--- src/rtl/ring_dma_pkg.sv ---
package ring_dma_pkg;
  typedef struct packed {
    logic clear;       // soft reset of datapath state
    logic start;       // load base, period length, zero counter
    logic burstStart;  // load burst length
    logic beat;        // a memory beat completed this cycle
  } dmaStrobe_t;

  localparam logic [3:0] DIR_TO_MEM   = 4'd2;
  localparam logic [3:0] DIR_FROM_MEM = 4'd4;
  localparam logic [1:0] MODE_RING    = 2'd2;

  localparam logic [6:0] OFF_CMD   = 7'h00;
  localparam logic [6:0] OFF_STAT  = 7'h0C;
  localparam logic [6:0] OFF_ISTAT = 7'h10;
  localparam logic [6:0] OFF_ICLR  = 7'h1C;
  localparam logic [6:0] OFF_CTRL  = 7'h24;
  localparam logic [6:0] OFF_CFG   = 7'h28;
  localparam logic [6:0] OFF_SRC   = 7'h34;
  localparam logic [6:0] OFF_TRG   = 7'h3C;
  localparam logic [6:0] OFF_TC    = 7'h44;
  localparam logic [6:0] OFF_XSTAT = 7'h54;

  localparam logic [11:0] GLB_CMD = 12'hC00;
  localparam logic [11:0] GLB_RST = 12'hC04;
endpackage

--- src/rtl/ring_dma_ctrl.sv ---
module ring_dma_ctrl
  import ring_dma_pkg::*;
#(
  parameter int CH_INDEX   = 0,
  parameter int REQ_LINES  = 16,
  parameter int MAX_REQ_ID = 10,
  parameter int CNT_W      = 16
) (
  input  logic                 clk,
  input  logic                 rstN,
  input  logic [11:0]          regAddr,
  input  logic                 regWrEn,
  input  logic [31:0]          regWrData,
  output logic [31:0]          regRdData,
  input  logic                 memReady,
  input  logic [REQ_LINES-1:0] periphReq,
  input  logic                 periodEnd,
  input  logic                 burstLast,
  input  logic [CNT_W-1:0]     xferCount,
  output dmaStrobe_t           strobe,
  output logic                 memReq,
  output logic                 isTx,
  output logic [31:0]          baseAddr,
  output logic [2:0]           lastBuf,
  output logic [27:0]          tcWords,
  output logic [4:0]           burstWords,
  output logic                 irq,
  output logic                 runBit,
  output logic                 softRst
);
  localparam int SEL_W = $clog2(REQ_LINES);
  localparam logic [4:0] CH_SEL = CH_INDEX[4:0];

  typedef enum logic [1:0] {S_IDLE, S_ARM, S_XFER} chState_t;
  chState_t state, nextState;

  logic gEn, intFlag;
  logic [31:0] ctrlReg, cfgReg, tcReg, srcReg, trgReg;

  wire chanHit = (regAddr[11:7] == CH_SEL);
  wire wrCh    = regWrEn && chanHit;

  // request lines: line 0 and lines above the limit never grant
  logic [REQ_LINES-1:0] reqOk;
  for (genvar i = 0; i < REQ_LINES; i++) begin : g_req
    assign reqOk[i] = periphReq[i] && (i != 0) && (i <= MAX_REQ_ID);
  end

  wire [3:0] dirCode = ctrlReg[15:12];
  assign isTx = (dirCode == DIR_FROM_MEM);
  wire modeOk = ((dirCode == DIR_FROM_MEM) || (dirCode == DIR_TO_MEM))
                && (ctrlReg[9:8] == MODE_RING);
  wire flowEn = ctrlReg[1];
  wire [SEL_W-1:0] reqSel = isTx ? ctrlReg[28 +: SEL_W] : ctrlReg[24 +: SEL_W];
  wire goOk = !flowEn || reqOk[reqSel];
  wire keepRun = runBit && gEn;

  assign baseAddr = isTx ? srcReg : trgReg;
  assign lastBuf  = isTx ? cfgReg[30:28] : cfgReg[26:24];
  assign tcWords  = tcReg[29:2];
  assign irq      = intFlag;

  always_comb begin
    case (cfgReg[22:20])
      3'd1:    burstWords = 5'd1;
      3'd2:    burstWords = 5'd2;
      3'd3:    burstWords = 5'd4;
      3'd4:    burstWords = 5'd8;
      default: burstWords = 5'd16;
    endcase
  end

  // register file
  always_ff @(posedge clk or negedge rstN) begin
    if (!rstN) begin
      runBit <= 1'b0; gEn <= 1'b0; softRst <= 1'b0; intFlag <= 1'b0;
      ctrlReg <= '0; cfgReg <= '0; tcReg <= '0; srcReg <= '0; trgReg <= '0;
    end else if (softRst) begin
      runBit <= 1'b0; gEn <= 1'b0; softRst <= 1'b0; intFlag <= 1'b0;
      ctrlReg <= '0; cfgReg <= '0; tcReg <= '0; srcReg <= '0; trgReg <= '0;
    end else begin
      if (regWrEn && regAddr == GLB_CMD) gEn <= regWrData[0];
      if (regWrEn && regAddr == GLB_RST) softRst <= regWrData[0];
      if (wrCh && regAddr[6:0] == OFF_CMD)  runBit  <= regWrData[0];
      if (wrCh && regAddr[6:0] == OFF_CTRL) ctrlReg <= regWrData;
      if (wrCh && regAddr[6:0] == OFF_CFG)  cfgReg  <= regWrData;
      if (wrCh && regAddr[6:0] == OFF_TC)   tcReg   <= regWrData & 32'h3FFF_FFFC;
      if (wrCh && regAddr[6:0] == OFF_SRC)  srcReg  <= {regWrData[31:2], 2'b00};
      if (wrCh && regAddr[6:0] == OFF_TRG)  trgReg  <= {regWrData[31:2], 2'b00};
      // a period end wins over a clear in the same cycle
      if (periodEnd) intFlag <= 1'b1;
      else if (wrCh && regAddr[6:0] == OFF_ICLR && regWrData[0]) intFlag <= 1'b0;
    end
  end

  always_comb begin
    regRdData = '0;
    if (regAddr == GLB_CMD)      regRdData = {31'd0, gEn};
    else if (regAddr == GLB_RST) regRdData = {31'd0, softRst};
    else if (chanHit) begin
      case (regAddr[6:0])
        OFF_CMD:   regRdData = {31'd0, runBit};
        OFF_STAT:  regRdData = {31'd0, state != S_IDLE};
        OFF_ISTAT: regRdData = {31'd0, intFlag};
        OFF_CTRL:  regRdData = ctrlReg;
        OFF_CFG:   regRdData = cfgReg;
        OFF_SRC:   regRdData = srcReg;
        OFF_TRG:   regRdData = trgReg;
        OFF_TC:    regRdData = tcReg;
        OFF_XSTAT: regRdData = {{(32-CNT_W){1'b0}}, xferCount};
        default:   regRdData = '0;
      endcase
    end
  end

  // channel sequencer
  always_comb begin
    nextState = state;
    strobe = '0;
    strobe.clear = softRst;
    memReq = (state == S_XFER);
    case (state)
      S_IDLE: if (keepRun && modeOk) begin
        strobe.start = 1'b1;
        nextState = S_ARM;
      end
      S_ARM: begin
        if (!keepRun) nextState = S_IDLE;
        else if (goOk) begin
          strobe.burstStart = 1'b1;
          nextState = S_XFER;
        end
      end
      S_XFER: if (memReady) begin
        strobe.beat = 1'b1;
        if (!keepRun) nextState = S_IDLE;
        else if (burstLast) begin
          if (goOk) strobe.burstStart = 1'b1;
          else nextState = S_ARM;
        end
      end
      default: nextState = S_IDLE;
    endcase
  end

  always_ff @(posedge clk or negedge rstN) begin
    if (!rstN)        state <= S_IDLE;
    else if (softRst) state <= S_IDLE;
    else              state <= nextState;
  end
endmodule

--- src/rtl/ring_dma_datapath.sv ---
module ring_dma_datapath
  import ring_dma_pkg::*;
#(
  parameter int CNT_W = 16
) (
  input  logic             clk,
  input  logic             rstN,
  input  dmaStrobe_t       strobe,
  input  logic             isTx,
  input  logic [31:0]      baseAddr,
  input  logic [2:0]       lastBuf,
  input  logic [27:0]      tcWords,
  input  logic [4:0]       burstWords,
  input  logic [31:0]      memRData,
  input  logic [31:0]      periphRxData,
  output logic [31:0]      memAddr,
  output logic             memWe,
  output logic [31:0]      memWData,
  output logic [31:0]      periphTxData,
  output logic             periphTxValid,
  output logic             periphRxAck,
  output logic             periodEnd,
  output logic             burstLast,
  output logic [CNT_W-1:0] xferCount
);
  logic [31:0] curAddr;
  logic [27:0] periodLeft, nextLeft;
  logic [4:0]  burstLeft;
  logic [2:0]  bufIdx;

  assign periodEnd = strobe.beat && (periodLeft == 28'd1);
  assign burstLast = (burstLeft == 5'd1);
  assign nextLeft  = !strobe.beat ? periodLeft
                   : (periodLeft == 28'd1) ? tcWords : periodLeft - 28'd1;

  assign memAddr       = curAddr;
  assign memWe         = !isTx;
  assign memWData      = periphRxData;
  assign periphTxData  = memRData;
  assign periphTxValid = strobe.beat && isTx;
  assign periphRxAck   = strobe.beat && !isTx;

  always_ff @(posedge clk or negedge rstN) begin
    if (!rstN) begin
      curAddr <= '0; periodLeft <= '0; burstLeft <= '0; bufIdx <= '0; xferCount <= '0;
    end else if (strobe.clear) begin
      curAddr <= '0; periodLeft <= '0; burstLeft <= '0; bufIdx <= '0; xferCount <= '0;
    end else if (strobe.start) begin
      curAddr    <= baseAddr;
      periodLeft <= tcWords;
      bufIdx     <= '0;
      xferCount  <= '0;
    end else begin
      if (strobe.burstStart)
        burstLeft <= ({23'd0, burstWords} > nextLeft) ? nextLeft[4:0] : burstWords;
      else if (strobe.beat)
        burstLeft <= burstLeft - 5'd1;
      if (strobe.beat) begin
        periodLeft <= nextLeft;
        if (periodLeft == 28'd1) begin
          xferCount <= xferCount + 1'b1;
          if (bufIdx == lastBuf) begin
            bufIdx  <= '0;
            curAddr <= baseAddr;
          end else begin
            bufIdx  <= bufIdx + 3'd1;
            curAddr <= curAddr + 32'd4;
          end
        end else begin
          curAddr <= curAddr + 32'd4;
        end
      end
    end
  end
endmodule

--- src/rtl/ring_dma_chan.sv ---
module ring_dma_chan
  import ring_dma_pkg::*;
#(
  parameter int CH_INDEX   = 0,
  parameter int REQ_LINES  = 16,
  parameter int MAX_REQ_ID = 10,
  parameter int CNT_W      = 16
) (
  input  logic                 clk,
  input  logic                 rstN,
  input  logic [11:0]          regAddr,
  input  logic                 regWrEn,
  input  logic [31:0]          regWrData,
  output logic [31:0]          regRdData,
  output logic                 memReq,
  output logic                 memWe,
  output logic [31:0]          memAddr,
  output logic [31:0]          memWData,
  input  logic [31:0]          memRData,
  input  logic                 memReady,
  input  logic [REQ_LINES-1:0] periphReq,
  output logic [31:0]          periphTxData,
  output logic                 periphTxValid,
  input  logic [31:0]          periphRxData,
  output logic                 periphRxAck,
  output logic                 irq
);
  dmaStrobe_t       strobe;
  logic             isTx, periodEnd, burstLast, runBit, softRst;
  logic [31:0]      baseAddr;
  logic [2:0]       lastBuf;
  logic [27:0]      tcWords;
  logic [4:0]       burstWords;
  logic [CNT_W-1:0] xferCount;

  ring_dma_ctrl #(
    .CH_INDEX(CH_INDEX), .REQ_LINES(REQ_LINES),
    .MAX_REQ_ID(MAX_REQ_ID), .CNT_W(CNT_W)
  ) u_ctrl (
    .clk(clk), .rstN(rstN), .regAddr(regAddr), .regWrEn(regWrEn),
    .regWrData(regWrData), .regRdData(regRdData), .memReady(memReady),
    .periphReq(periphReq), .periodEnd(periodEnd), .burstLast(burstLast),
    .xferCount(xferCount), .strobe(strobe), .memReq(memReq), .isTx(isTx),
    .baseAddr(baseAddr), .lastBuf(lastBuf), .tcWords(tcWords),
    .burstWords(burstWords), .irq(irq), .runBit(runBit), .softRst(softRst)
  );

  ring_dma_datapath #(.CNT_W(CNT_W)) u_dp (
    .clk(clk), .rstN(rstN), .strobe(strobe), .isTx(isTx), .baseAddr(baseAddr),
    .lastBuf(lastBuf), .tcWords(tcWords), .burstWords(burstWords),
    .memRData(memRData), .periphRxData(periphRxData), .memAddr(memAddr),
    .memWe(memWe), .memWData(memWData), .periphTxData(periphTxData),
    .periphTxValid(periphTxValid), .periphRxAck(periphRxAck),
    .periodEnd(periodEnd), .burstLast(burstLast), .xferCount(xferCount)
  );
endmodule

--- config.mk ---
export PLATFORM = sky130hd
export DESIGN_NAME = ring_dma_chan
export DESIGN_NICKNAME = d
export VERILOG_FILES = /design/src/rtl/ring_dma_pkg.sv /design/src/rtl/ring_dma_ctrl.sv /design/src/rtl/ring_dma_datapath.sv /design/src/rtl/ring_dma_chan.sv
export SDC_FILE = /design/constraint.sdc
export NUM_CORES = 1
export LEC_CHECK = 0
export BUFFER_PORTS_ARGS = -buffer_cell sky130_fd_sc_hd__clkbuf_2
export CAP_MARGIN = 20
export CORE_MARGIN = 2
export CORE_UTILIZATION = 55
export DETAILED_ROUTE_END_ITERATION = 6
export GPL_ROUTABILITY_DRIVEN = 0
export PLACE_DENSITY = 0.79
export SLEW_MARGIN = 20
export SYNTH_ARGS = -nofsm -noshare
export SYNTH_HDL_FRONTEND = slang
export SYNTH_HIERARCHICAL = 1
export SYNTH_SLANG_ARGS = --single-unit
--- constraint.sdc ---
create_clock -name clk -period 4.8 [get_ports clk]
set_clock_uncertainty 0.05 [all_clocks]
set_input_delay 0 -clock clk [delete_from_list [all_inputs] [get_ports clk]]
set_output_delay 0 -clock clk [all_outputs]
set_load 0.03 [all_outputs]
==> results of run 1 <==
[cells by family after synthesis]
family	Yosys count
AO/OA/AOI/OAI	496
XOR/XNOR	18
adder cells (fa/ha/maj)	16
buffers and inverters	213
flip-flops	242
multiplexers	17
other	1
AND/OR/NAND/NOR	846
[synth_stat cells (25+ instances only)]
master	number	share of area (%)
a21oi_1	266	9.1
a222oi_1	44	3.0
buf_4	70	3.6
clkbuf_1	98	2.5
dfrtp_1	242	42
inv_1	25	0.64
nand2_1	480	12
nand3_1	34	1.2
nor2_1	118	3.0
nor3_1	52	1.8
o21ai_0	78	2.7
[layout by cell type, fill, tap and decap left out, drive strengths merged, types with 23 or more instances in the layout]
| cell type | Yosys | routed |
|---|---|---|
| dlygate4sd3 | 0 | 109 |
| nand4 | 24 | 24 |
| buf | 89 | 45 |
| nor2 | 118 | 118 |
| nand3 | 34 | 34 |
| nor4 | 28 | 28 |
| dfrtp | 242 | 242 |
| nand2 | 481 | 481 |
| a222oi | 44 | 44 |
| o21ai | 81 | 81 |
| inv | 25 | 26 |
| a22oi | 23 | 23 |
| a21oi | 266 | 266 |
| nor3 | 53 | 53 |
| clkbuf | 98 | 163 |
[power groups by stage]
stage | Combinational [mW] | Clock, mW | Sequential (mW)
2_1_floorplan | 0.128 | 0 | 2.09
4_1_cts | 0.256 | 2.09 | 2.05
5_1_grt | 0.278 | 2.18 | 2.05
3_3_place_gp | 0.124 | 0 | 2.09
3_5_place_dp | 0.126 | 0 | 2.09
6_report | 0.260 | 2.07 | 2.05
[flip-flops by register name, summed over array words and instances (netlist names)]
register         count
u_dp/xferCount      16
u_dp/memAddr        32
u_ctrl/srcReg       30
u_ctrl/gEn           1
u_dp/bufIdx          3
u_dp/burstLeft       5
u_ctrl/state         2
u_ctrl/trgReg       30
u_ctrl/irq           1
u_ctrl/softRst       1
u_ctrl/ctrlReg      32
u_ctrl/cfgReg       32
u_dp/periodLeft     28
u_ctrl/runBit        1
u_ctrl/tcReg        28
[cell type report]
cell class / instances / area share [%]
Tap cell: 335 / 2.462
Timing Repair Buffer: 279 / 12.23
Clock buffer: 38 / 4.563
Clock inverter: 10 / 0.6393
Inverter: 26 / 0.5805
Multi-Input combinational cell: 1395 / 43.94
Sequential cell: 242 / 35.59
[worst register-to-register path, stage by stage, from the launching register on]
cell and delay [ns]:
dfrtp_1 0.53, ha_1 0.21, nor4b_2 0.39, and4_1 0.35, nand2_1 0.14, nor2_1 0.13
a21oi_1 0.05, mux2i_1 0.34, ha_1 0.21, nand2_1 0.06, o21ai_0 0.18, a31oi_1 0.13
a221o_1 0.27, nor4_1 0.30, nand4_1 0.19, nor4_4 0.41, nor3b_1 0.11, a211o_1 0.24
[through the flow]
stage / hold WS, ns / total power [mW]
floorplan: -0.3456 / 2.215
global placement: -0.04980 / 2.213
detailed placement: -0.04980 / 2.215
CTS: 0.00001144 / 4.397
global route: 0.05025 / 4.510
finish: 0.03771 / 4.386
[repair_timing]
item                       in CTS  in global routing
hold endpoints to repair      354                 51
setup endpoints to repair       0                  2
hold buffers                  108                  1
buffers inserted                0                  0
[worst min path at each step]
stage / slack (ns) / startpoint / cells past startpoint / end
after floorplan: -0.35 / rstN / 0 / u_ctrl/cfgReg[0]
after global placement: -0.05 / periphRxData[11] / 0 / memWData[11]
after detailed placement: -0.05 / periphRxData[11] / 0 / memWData[11]
after CTS: 0.00001 / regAddr[7] / 6 / u_ctrl/gEn
after global routing: 0.05 / regAddr[7] / 6 / u_ctrl/gEn
final: 0.04 / regAddr[7] / 6 / u_ctrl/gEn
[metal layers]
layer | up-vias | part of all wire [%] | GRT usage [%] | wire, um
li1 | 6683 | - | - | -
met1 | 7148 | 38 | 44.70 | 18610
met2 | 1061 | 47 | 55.23 | 22830
met3 | 176 | 11 | 4.895 | 5321
met4 | 0 | 4.4 | 15.14 | 2157
met5 | - | 0 | 0 | 0
==> results.md, run 1 <==
Finish:
- After routing the design area is approximately 17,000 um2.
- For this run, the number of standard cells in the final layout without fillers is 2,325.
- From synthesis to final layout, the design area changed by 16.72%.
- The register area is between 6000 and 7000 um2.
- Cells with a size suffix above 1 make up approximately an eighth of the layout.
- The share of the core filled with cells is approximately 65%.
- The net count reported at finish is about 2,100.
- The filler cells instantiated in the layout total between 2,000 and 2,500.
- 0 antenna diodes ended up in the layout.
- In the final layout, the multi-input gates occupy 7482 um2.

Clock tree:
- After clock tree synthesis, the clock-pin slew on the worst setup and hold paths is 0.06 ns.
- The number of sinks driven by the clock tree is approximately 240.
- The worst-case clock buffer depth is 3.
- The clock tree from TritonCTS is yes.
- CTS built an H-tree with a depth of 1.
- The clock buffer count from CTS is 26.
- The root buffer selected by CTS is clkbuf_16.
- The insertion delay to the later sink of the worst-skew pair is roughly 0.54 ns.
- The count of instances resized after the clock tree is built is 0.

Synth:
- The portion of synthesized area spent on multiplexers is roughly 1.3%.
- The share of synthesized area occupied by flip-flops and latches is between 40 and 50%.
- The synthesized netlist devotes 20.62% of its cell area to compound gates.
- A synthesized cell averages around 8 um2.
- For this run, the leading register cell type out of synthesis is dfrtp_1.
- The number of synthesized flops with an enable pin is 0.
- Counting distinct cell types in the post-synthesis netlist gives 78.
- The count of synthesis-stage warnings from yosys is 6.
- The share of flip-flops with an asynchronous set or reset after synthesis is 100.0%.
- The post-synth design cell area is about 15,000 um2.
- After Yosys synthesis, XOR and XNOR cells account for between 1 and 1.5% of the synthesized area.
- The main combinational cell family by area after synthesis is simple AND/OR/NAND/NOR gates.
- After Yosys synthesis, and, or, nand and nor cells account for approximately a quarter of the synthesized area.
- Counting flops and latches in the post-synthesis netlist gives 242.
- The synthesized netlist devotes ~1.4% of its cell area to adder and majority cells.
- Synthesis handed over a netlist of between 1,500 and 2,000 instances.

Drt:
- The final layout contains routed wiring with a total length of 48,910 um.
- Dividing the detail-routed via count by the number of cells gives approximately 6.5.
- The average wire length per cell after detail routing is 21.04 um.
- The detailed-route DRC error count is 1.
- In this run, the number of DRC markers left after iteration 0 of detailed routing was about 2,300.
- The via total after detailed routing is roughly 15,000.
- The number of optimization iterations in the first detailed-route pass is 7.
- The number of nets with antenna violations after routing is 0.

Critical path:
- The cell family with the largest share of critical-path delay is simple AND/OR/NAND/NOR gates.
- For flop-to-flop paths, the worst setup slack is between 0.4 and 0.5 ns.
- The origin of the critical flop-to-flop path is u_dp/periodLeft[0].
- On the worst path, the slowest cell contributes a delay of about 0.53 ns.
- The number of cells on the worst reg-to-reg path is 17.
- The critical path runs through a total of 17 cells.
- The endpoint of the worst-slack reg-to-reg timing path is u_dp/burstLeft[4].
- The required arrival time at the worst endpoint is a little over 5 ns.
- The critical path starts at u_dp/periodLeft[0].
- Following the worst setup path forward leads to its endpoint at u_dp/burstLeft[4].
- The number of buffer and inverter instances along the worst setup path is 0.
- The largest fanout on the critical path is 9.
- The signal on the critical path passes through ha_1 -> nor4b_2 -> and4_1 -> nand2_1 -> nor2_1 -> a21oi_1 -> mux2i_1 -> ha_1 -> nand2_1 -> o21ai_0 -> a31oi_1 -> a221o_1 -> nor4_1 -> nand4_1 -> nor4_4 -> nor3b_1 -> a211o_1.
- The cell type of the slowest stage on the worst timing path is dfrtp_1.
- The critical path is of the reg -> reg type.
- For the worst setup path, the data arrival time is 4.76 ns.
- The type of origin of the critical path is a flip-flop.
- The capturing element type of the critical path is a flip-flop.

Floorplanning:
- In this run the vertical extent of the chip is 166.9 um.
- roughly 260 I/O pins were placed.
- The die is 166.9 um wide.
- The core footprint is about 26,000 um2.
- The initial core utilization is between 50% and 60%.
- In this run the core area contains 59 standard-cell rows.
- The area of the die is about 28,000 um2.

Timing:
- Headroom to the max-slew limit came out at 24.92%.
- The smallest setup slack after layout is approximately 0.41 ns.
- The clock period minus worst slack is around 4.4 ns.
- The number of hold violations in the final report came to 0.
- Setup repair after global routing left no endpoint under its margin.
- Based on the critical path, the design can be clocked at up to between 200 and 250 MHz.
- Setup violations remaining at the end of the flow were counted as 0.
- The number of pins exceeding their max-slew limit in the final report is 0.
- Summed over all failing endpoints, the final setup total negative slack is 0 ns.
- The share of the cycle needed by the critical path after routing is 91.35%.
- For the pin with the worst max-slew slack, the measured transition is 1.125 ns.

Power and ir drop:
- The cell-internal power is roughly 3.4 mW.
- The largest voltage drop on the vdd net is between 0.0002 and 0.0003 V.
- The power per cell area is about 260 nW/um2.
- Combinational logic burns 5.9% of the power.
- Net switching is 23.22% of the power.
- The cell leakage power is roughly 7.3 nW.
- The share of total power dissipated in the clock network is between 40 and 50%.
- Of the total power, registers draw 46.8%.
- The net load switching power is between 1 and 1.5 mW.

GRT:
- Summed over all layers, the global routing overflow is 0.
- The number of global-route vias before repair is 14,404.
- Across every metal layer, demand over resource in global routing totals 33.76%.
- The first global-routing pass estimated 76,620 um of wire.
- The initial antenna violation count is 0.
- Entering global routing, the biggest net connects 138 pins.

Placed design:
- The standard cell area after detailed placement is approximately 15,000 um2.
- The HPWL reported at the end of detailed placement is 31,100 um.
- The count of port buffers added during placement is 126.
- The cell count after placement is between 2,000 and 2,500.
- The pre-CTS setup slack is about 0.5 ns.

Job:
- The number of max-cap violations is 0.

Hold path:
- In this run the worst hold path is classified as in -> reg.

Run status:
- The checks that failed: design-rule violations.
- The flow ran to the end, but the final reports show violations.
(Power assumes the default switching activity.)
==> run 2, diff against run 1 <==
--- a/config.mk
+++ b/config.mk
@@ -11,6 +11,7 @@
 export CORE_UTILIZATION = 55
 export DETAILED_ROUTE_END_ITERATION = 6
 export GPL_ROUTABILITY_DRIVEN = 0
+export GPL_TIMING_DRIVEN = 0
 export PLACE_DENSITY = 0.79
 export SLEW_MARGIN = 20
 export SYNTH_ARGS = -nofsm -noshare
==> run 2 against run 1 <==
Compared with the run above: the run ends with design-rule violations, negative hold slack left; routed wire length up 7.6%; clock-buffer cell count stayed put; global-route usage grew 2.4 points; cell count is 6.5% higher; core utilization is 2.5 points higher; sequential share of layout area shrank 1.3 points; first-iteration DRC count rose by 41%; setup slack lost 0.29 ns; critical path type unchanged; largest power group unchanged.
==> results.md, run 2 (synthesized netlist as in run 1, its figures left out) <==
GRT:
- The first global-routing pass estimated ~81,000 um of wire.
- The number of global-route vias before repair was around 15,000.
- Global routing used 36.17% of the available tracks across all layers.
- The initial antenna violation count is 0.
- The final global-route overflow total is 0.
- Entering global routing, the biggest net connects 92 pins.

Critical path:
- The startpoint-to-endpoint class of the critical path is reg -> reg.
- Data on the critical path arrives at its endpoint at 5.05 ns.
- The largest fanout on the critical path is 10.
- The worst setup path is captured at a flip-flop.
- The worst register-to-register path begins at u_dp/periodLeft[0].
- The number of buffer and inverter instances along the worst setup path is 2.
- The largest single stage delay on the critical path is between 0.5 and 0.6 ns.
- Broken down by cell family, the worst path's largest delay share belongs to simple AND/OR/NAND/NOR gates.
- The endpoint of the worst-slack reg-to-reg timing path is u_dp/burstLeft[4].
- The logic depth of the worst register-to-register path is 18.
- The internal reg-to-reg setup slack is around 0.13 ns.
- STA classifies the critical path startpoint as a flip-flop.
- The critical path goes through ha_1 -> nor4b_4 -> nand4_1 -> nor2_4 -> buf_4 -> o21a_1 -> o21ai_0 -> ha_1 -> nand2_1 -> o21ai_0 -> a31oi_1 -> a221o_1 -> nor4_1 -> nand4_1 -> nor4_4 -> buf_4 -> nor3b_1 -> a211o_1.
- The required arrival time at the worst endpoint is 5.18 ns.
- On the critical path, the stage with the largest delay is an instance of dfrtp_1.

Drt:
- The detailed router put a total of 19,040 um of wire on met1.
- The first detailed-routing pass took 7 iterations.
- The highest routing layer actually used is met4.
- The detailed route wirelength on metal2 is about 23,000 um.
- The detailed-route vias per instance is approximately 6.5.
- The average wire length per cell after detail routing is ~21 um.
- The violation count after the first detailed-routing iteration is roughly 3,300.
- The via total after detailed routing is ~16,000.
- The sum of met3 wire segment lengths after detailed routing is approximately 7300 um.
- For this run, design rule violations remaining after detail routing come to 12.
- Wires add up to roughly 53,000 um.
- The number of nets with antenna violations after routing is 0.

Floorplanning:
- The count of boundary I/O pins is around 260.
- The die covers about 28,000 um2.
- Once the floorplan was initialized, standard cells occupied between 50% and 60% of the core.
- The chip height is around 170 um.
- After floorplanning, the core was divided into 59 placement rows.
- The floorplan step defined a core boundary enclosing 26,060 um2.
- The floorplan step set the die width to 166.9 um.

Timing:
- The clock period minus worst slack is roughly 4.7 ns.
- The number of hold violations in the final report was 12.
- On the final layout, the worst hold slack is -0.02949 ns.
- The total of endpoints with negative setup slack in the final report is 0.
- The number of pins exceeding their max-slew limit in the final report came to 0.
- Setup repair after global routing left no endpoint under its margin.
- The slew of the pin with the lowest slew margin is approximately 1.1 ns.
- Summed over all failing endpoints, the final setup total negative slack is 0 ns.
- The max-slew headroom at the worst pin is between 20% and 30%.
- The maximum operating frequency is about 210 MHz.
- Across all setup checks in the final design, the least slack found is between 0.1 and 0.15 ns.
- Of the available clock period, the critical path in the final layout requires between 90 and 100%.

Power and ir drop:
- For this design the static power due to leakage is 7.800 nW.
- The power per cell area is roughly 270 nW/um2.
- The design draws roughly 4.8 mW.
- The largest voltage drop on the vdd net is about 0.00024 V.

Clock tree:
- The root buffer selected by CTS is clkbuf_16.
- The number of sinks driven by the clock tree is about 240.
- After clock tree synthesis, the clock-pin slew on the worst setup and hold paths is 0.06 ns.
- Buffers inserted during clock tree synthesis total 27.
- The clock reaches the later pin of the worst-skew pair after 0.55 ns.
- TritonCTS built the clock tree.
- In this run the deepest clock path goes through 3 buffers.
- In this run the number of H-tree levels came out at 1.

Hold path:
- The min-delay analysis places its worst path in the category in -> async.

Placed design:
- Detailed placement finished with a half-perimeter wire length of 37,770 um.
- The cell count after placement is between 2,000 and 2,500.
- Input and output buffers added on the ports amount to between 150 and 200.
- The pre-CTS setup slack is -0.7235 ns.

Run status:
- The checks that failed: design-rule violations, negative hold slack.
- The flow ran to the end, but the final reports show violations.

Job:
- The number of max-cap violations is 0.

Finish:
- Leaving out fill and tap cells, the most frequent cells in the layout are nand2_1 (480), a21oi_1 (266), dfrtp_1 (242), clkbuf_2 (191), nor2_1 (117).
- The total of fill cells in the finished design is ~2,100.
- The antenna cell count is 0.
- The layout-stage area growth over the synthesis result is 21.18%.
- Of the cells placed in the final design, the portion with a size suffix greater than 1 is between 10% and 20%.
- At the end of the flow, the number of nets in the layout was between 2,000 and 2,500.
- The final non-filler cell total is 2,477.
- The most common cell after layout, fill and taps aside is nand2_1.
[run 2: power by group]
group	switching, mW	total [mW]	internal, mW
Sequential	0.00639	2.05	2.05
Combinational	0.180	0.289	0.110
Clock	0.878	2.51	1.63
Total	1.06	4.85	3.78
[run 2: worst max-delay path by stage]
stage                                  start           endpoint  cells past startpoint
final                     u_dp/periodLeft[0]  u_dp/burstLeft[4]                     18
after global routing      u_dp/periodLeft[0]  u_dp/burstLeft[4]                     18
after CTS                    u_ctrl/state[0]  u_dp/burstLeft[4]                     19
after detailed placement     u_ctrl/state[0]  u_dp/burstLeft[2]                     19
after global placement                  rstN   u_dp/memAddr[27]                      1
after floorplan              u_ctrl/state[0]  u_dp/burstLeft[4]                     19
[run 2: routing by layer]
metal	global-route usage [%]	vias to the layer above
met5	0	-
met3	7.486	260
li1	-	6997
met4	17.02	0
met1	49.52	7537
met2	55.29	1382
[run 2: stage by stage]
step	area [um2]	util [%]	hold slack, ns
after floorplan	14590	-	-0.3456
after global placement	15950	61.22	0.2112
after detailed placement	16030	61.51	0.01976
after CTS	17610	67.57	0.01476
after global routing	17680	67.84	0.03966
final	17680	67.84	-0.02949
[run 2: what timing repair did]
action,in CTS,in global routing
gates resized for setup,3,17
gates cloned,0,0
buffers inserted,2,4
hold buffers,47,0
pin swaps,1,2
hold endpoints to repair,355,0
endpoints found under the setup margin,20,25
[run 2: layout make-up]
type                            instances  area, um2  area share, %
Buffer                                186      998.5          5.648
Multi-Input combinational cell       1395       7500          42.42
Clock buffer                           38      787.0          4.452
Sequential cell                       242       6056          34.25
Clock inverter                         12      300.3          1.699
Tap cell                              335      419.2          2.371
Inverter                               26      98.84         0.5591
Timing Repair Buffer                  243       1520          8.599
==> run 3, diff against run 2 <==
--- a/config.mk
+++ b/config.mk
@@ -5,14 +5,15 @@
 export SDC_FILE = /design/constraint.sdc
 export NUM_CORES = 1
 export LEC_CHECK = 0
+export ABC_AREA = 1
 export BUFFER_PORTS_ARGS = -buffer_cell sky130_fd_sc_hd__clkbuf_2
 export CAP_MARGIN = 20
-export CORE_MARGIN = 2
+export CORE_MARGIN = 1
 export CORE_UTILIZATION = 55
 export DETAILED_ROUTE_END_ITERATION = 6
 export GPL_ROUTABILITY_DRIVEN = 0
 export GPL_TIMING_DRIVEN = 0
-export PLACE_DENSITY = 0.79
+export PLACE_DENSITY = 0.78
 export SLEW_MARGIN = 20
 export SYNTH_ARGS = -nofsm -noshare
 export SYNTH_HDL_FRONTEND = slang
==> run 3 against run 2 <==
Compared with the run above: the run ends with negative hold slack left; fmax fell by 0.38%; register-to-register slack got worse by 0.02 ns; hold slack improved by 0.0062 ns; core utilization fell by 1.3 points; cell count rose by 10%; sequential power barely moved; first-iteration DRC count fell by 24%; synthesized area rose by 4.0%; via count rose by 2.1%; critical path depth fell by 3.
==> results.md, run 3 <==
Synth:
- nand2_1 is the most common cell in the netlist.
- After Yosys synthesis, and, or, nand and nor cells account for 28.44% of the synthesized area.
- The synthesized netlist devotes 1.443% of its cell area to XOR and XNOR gates.
- The most frequently used flop master after synthesis is dfrtp_1.
- After synthesis, the mean cell area works out to approximately 7.2 um2.
- The count of synthesis-stage warnings from yosys is 6.
- Of all cell types, the one taking the most synthesized area is dfrtp_1.
- The number of instances in the synthesized netlist is around 2,100.
- By area, the combinational part of the netlist is dominated by simple AND/OR/NAND/NOR gates.
- By area the synthesized netlist is led by dfrtp_1 (40%), nand2_1 (15%), o21ai_0 (4.9%).
- After synthesis the netlist holds a flip-flop and latch count of 242.
- The synthesized netlist devotes around 17% of its cell area to compound gates.
- The share of synthesized area occupied by flip-flops and latches is between 30% and 40%.
- In this run the cell area of the synthesized design comes to ~15,000 um2.
- By count the netlist is led by nand2_1 (599), dfrtp_1 (242), inv_1 (190).
- Of the post-synthesis cell area, the part taken by muxes is 0%.
- After synthesis, the share of flip-flops with an asynchronous set or reset is between 90% and 100%.
- The top cell type's share of synthesized area is about 40%.
- The number of synthesized flops with an enable pin is 0.
- In this run, distinct cell masters in the synthesized netlist total 53.
- The arithmetic-cell share of the synthesized area counting full adders, half adders and majority gates is 1.319%.

Critical path:
- The startpoint identified for the worst register-to-register timing path is u_ctrl/ctrlReg[14].
- Of all nets on the critical path, the largest fanout is 10.
- STA classifies the critical path startpoint as a flip-flop.
- The capturing element type of the critical path is a flip-flop.
- The required arrival time at the worst endpoint is about 5.2 ns.
- Tracing the worst setup path back leads to its startpoint at u_ctrl/ctrlReg[14].
- The setup path with the least slack is of type reg -> reg.
- The data arrival time at the worst-slack endpoint is around 5 ns.

Clock tree:
- After clock tree synthesis, the clock-pin slew on the worst setup and hold paths is roughly 0.060 ns.
- The H-tree depth is 1.
- The clock buffer count from CTS is 26.
- The number of sinks driven by the clock tree is approximately 240.
- In this run the clock root is driven by a clkbuf_16.
- The count of instances resized after the clock tree is built is 0.
- The longest clock path from root to sink contains 3 buffers.
- The clock tree from TritonCTS is yes.
- For the worst-skew pair, the clock arrives at the later sink with an insertion delay of 0.54 ns.

Run status:
- The checks that failed: negative hold slack.
- The flow ran to the end, but the final reports show violations.

Timing:
- The max-slew headroom at the worst pin is about 44%.
- At the pin with the least slew margin, the transition time is 0.8437 ns.
- Setup violations remaining at the end of the flow were counted as 0.
- The clock period minus worst slack is 4.688 ns.
- The total negative slack is 0 ns.
- In the finished design, the share of the clock period the worst path needs comes to around 98%.
- The maximum operating frequency is ~210 MHz.
- The number of pins exceeding their max-slew limit in the final report is 0.
- The number of hold violations in the final report was 15.
- Setup repair after global routing left no endpoint under its margin.
- The tightest hold margin is -0.02326 ns.
- The worst path meets setup with ~0.11 ns of slack.

Floorplanning:
- In this run the horizontal extent of the chip is about 170 um.
- The chip height is between 150 and 200 um.
- The count of boundary I/O pins is roughly 260.
- The die covers between 20,000 and 30,000 um2.
- Row generation in the floorplan step produced 60 rows.
- The total area inside the core boundary comes to 27,030 um2.
- The initial core utilization is 56.16%.

Drt:
- In this run the top signal layer used is met4.
- Detailed routing placed a total of about 24,000 um of wire on met2.
- The aggregate routed wire length is ~54,000 um.
- The number of nets with antenna violations after routing is 0.
- The detailed-route DRC error count is 0.
- The average wire length per cell after detail routing is between 15 and 20 um.
- The number of optimization iterations in the first detailed-route pass is 6.
- The violation count after the first detailed-routing iteration is 2,498.
- The detailed-route vias per instance is 6.053.
- The sum of met3 wire segment lengths after detailed routing is roughly 6700 um.
- The via total after detailed routing is roughly 17,000.
- In the final routing, the length of wire on met1 measures 20,020 um.

Finish:
- The fraction of layout cells with a size suffix above 1 is about 18%.
- The net count reported at finish is ~2,500.
- The library cell used most frequently in the layout, excluding fill and tap cells, is nand2_1.
- The antenna cell count is 0.
- The library cells used most frequently in the layout, excluding fill and tap cells, are nand2_1 (599), dfrtp_1 (242), clkbuf_2 (190), inv_1 (190), nor2_1 (181).
- The count of cells in the finished layout, fillers not included, comes to ~2,700.
- The layout-stage area growth over the synthesis result is 18.44%.

Power and ir drop:
- The switching part of the total is 23.94%.
- Per report_power, the combinational group accounts for roughly 7.7% of the total.
- The internal portion of the total power is roughly 3.5 mW.
- The sequential power share is ~45%.
- For this design the total switching power over the nets is approximately 1.1 mW.
- The clock network fraction of total power is between 40 and 50%.
- The cell leakage power is slightly below 9 nW.
- For this design the ratio of total power to cell area is ~260 nW/um2.
- The largest voltage drop on the vdd net is around 0.00023 V.

GRT:
- Global routing finished with a remaining overflow of 0.
- Global routing used 38.07% of the available tracks across all layers.
- The initial antenna violation count came to 1.
- The first global-routing pass estimated around 83,000 um of wire.
- The number of global-route vias before repair was between 15,000 and 20,000.
- Entering global routing, the biggest net connects between 90 and 100 pins.

Placed design:
- Port buffering added 190 buffers.
- The pre-CTS setup slack is around 0.4 ns.
- The HPWL reported at the end of detailed placement is around 40,000 um.
- Including well taps, the total number of placed cells is approximately 2,600.

Job:
- The tool flagged a number of max-cap violations equal to 0.

Hold path:
- The min-delay analysis places its worst path in the category in -> async.
==> run 3: layout make-up <==
type                       instances  area [um2]
buffer                           162       996.0
clock buffer                      37       773.2
clock inverter                    11       160.2
fill                            2308        9049
inverter                         204       765.7
multi-input combinational       1497        7365
sequential                       242        6056
tap                              341       426.7
timing repair buffer             234        1435
==> run 3: path summary, 6_finish.rpt <==
kind,cells past startpoint,end,slack [ns]
setup / recovery,15,u_dp/memAddr[20],0.11
hold / removal,2,u_ctrl/trgReg[30],-0.02
setup reg to reg,15,u_dp/memAddr[20],0.11
hold reg to reg,2,u_ctrl/srcReg[2],0.44
max in group asynchronous,4,u_ctrl/tcReg[15],3.43
min in group clk,6,u_ctrl/runBit,0.03
==> run 3: what timing repair did <==
| item | CTS | global route |
|---|---|---|
| endpoints found under the setup margin | 0 | 0 |
| hold endpoints to repair | 309 | 0 |
| setup buffers | 0 | 0 |
| hold buffers | 42 | 0 |
==> run 3: critical path: stages, from the launching register on <==
cell and delay (ns):
dfrtp_1 0.42, inv_1 0.12, nor2_4 0.08, nand2_1 0.08, buf_2 0.25, clkbuf_1 0.43
clkbuf_1 0.57, o21ai_0 0.39, xnor2_1 0.25, nand3_1 0.33, nor2_1 0.52, nor2_1 0.25
inv_1 0.28, buf_2 0.33, a21oi_1 0.07, o22ai_1 0.15
==> run 3: cell families (layout without fill, tap and decap cells) <==
logic type      after synthesis  after routing
fa+ha+maj                    16             16
simple gates               1003           1003
compound gates              451            451
flops                       242            242
buf+inv                     366            648
xor+xnor                     25             25
other cells                   1              2
==> run 3: per-layer routing <==
| metal | GRT usage, % | up-vias |
|---|---|---|
| met3 | 7.287 | 246 |
| met4 | 20.08 | 0 |
| li1 | - | 7370 |
| met5 | 0 | - |
| met1 | 49.88 | 7647 |
| met2 | 60.11 | 1250 |
==> run 3: through the flow <==
step                      cell area (um2)  power, mW  util, %
after floorplan                     15180      2.294        -
after global placement              16560      2.424    61.27
after detailed placement            16620      2.435    61.51
after CTS                           17980      4.627    66.52
after global routing                17980      4.751    66.52
final                               17980      4.625    66.52
==> run 3: power by group through the flow <==
stage | Combinational, mW | Sequential, mW | Clock (mW)
finish | 0.355 | 2.07 | 2.20
detailed placement | 0.328 | 2.11 | 0
floorplan | 0.189 | 2.10 | 0
global placement | 0.317 | 2.11 | 0
global route | 0.386 | 2.07 | 2.29
CTS | 0.352 | 2.07 | 2.21
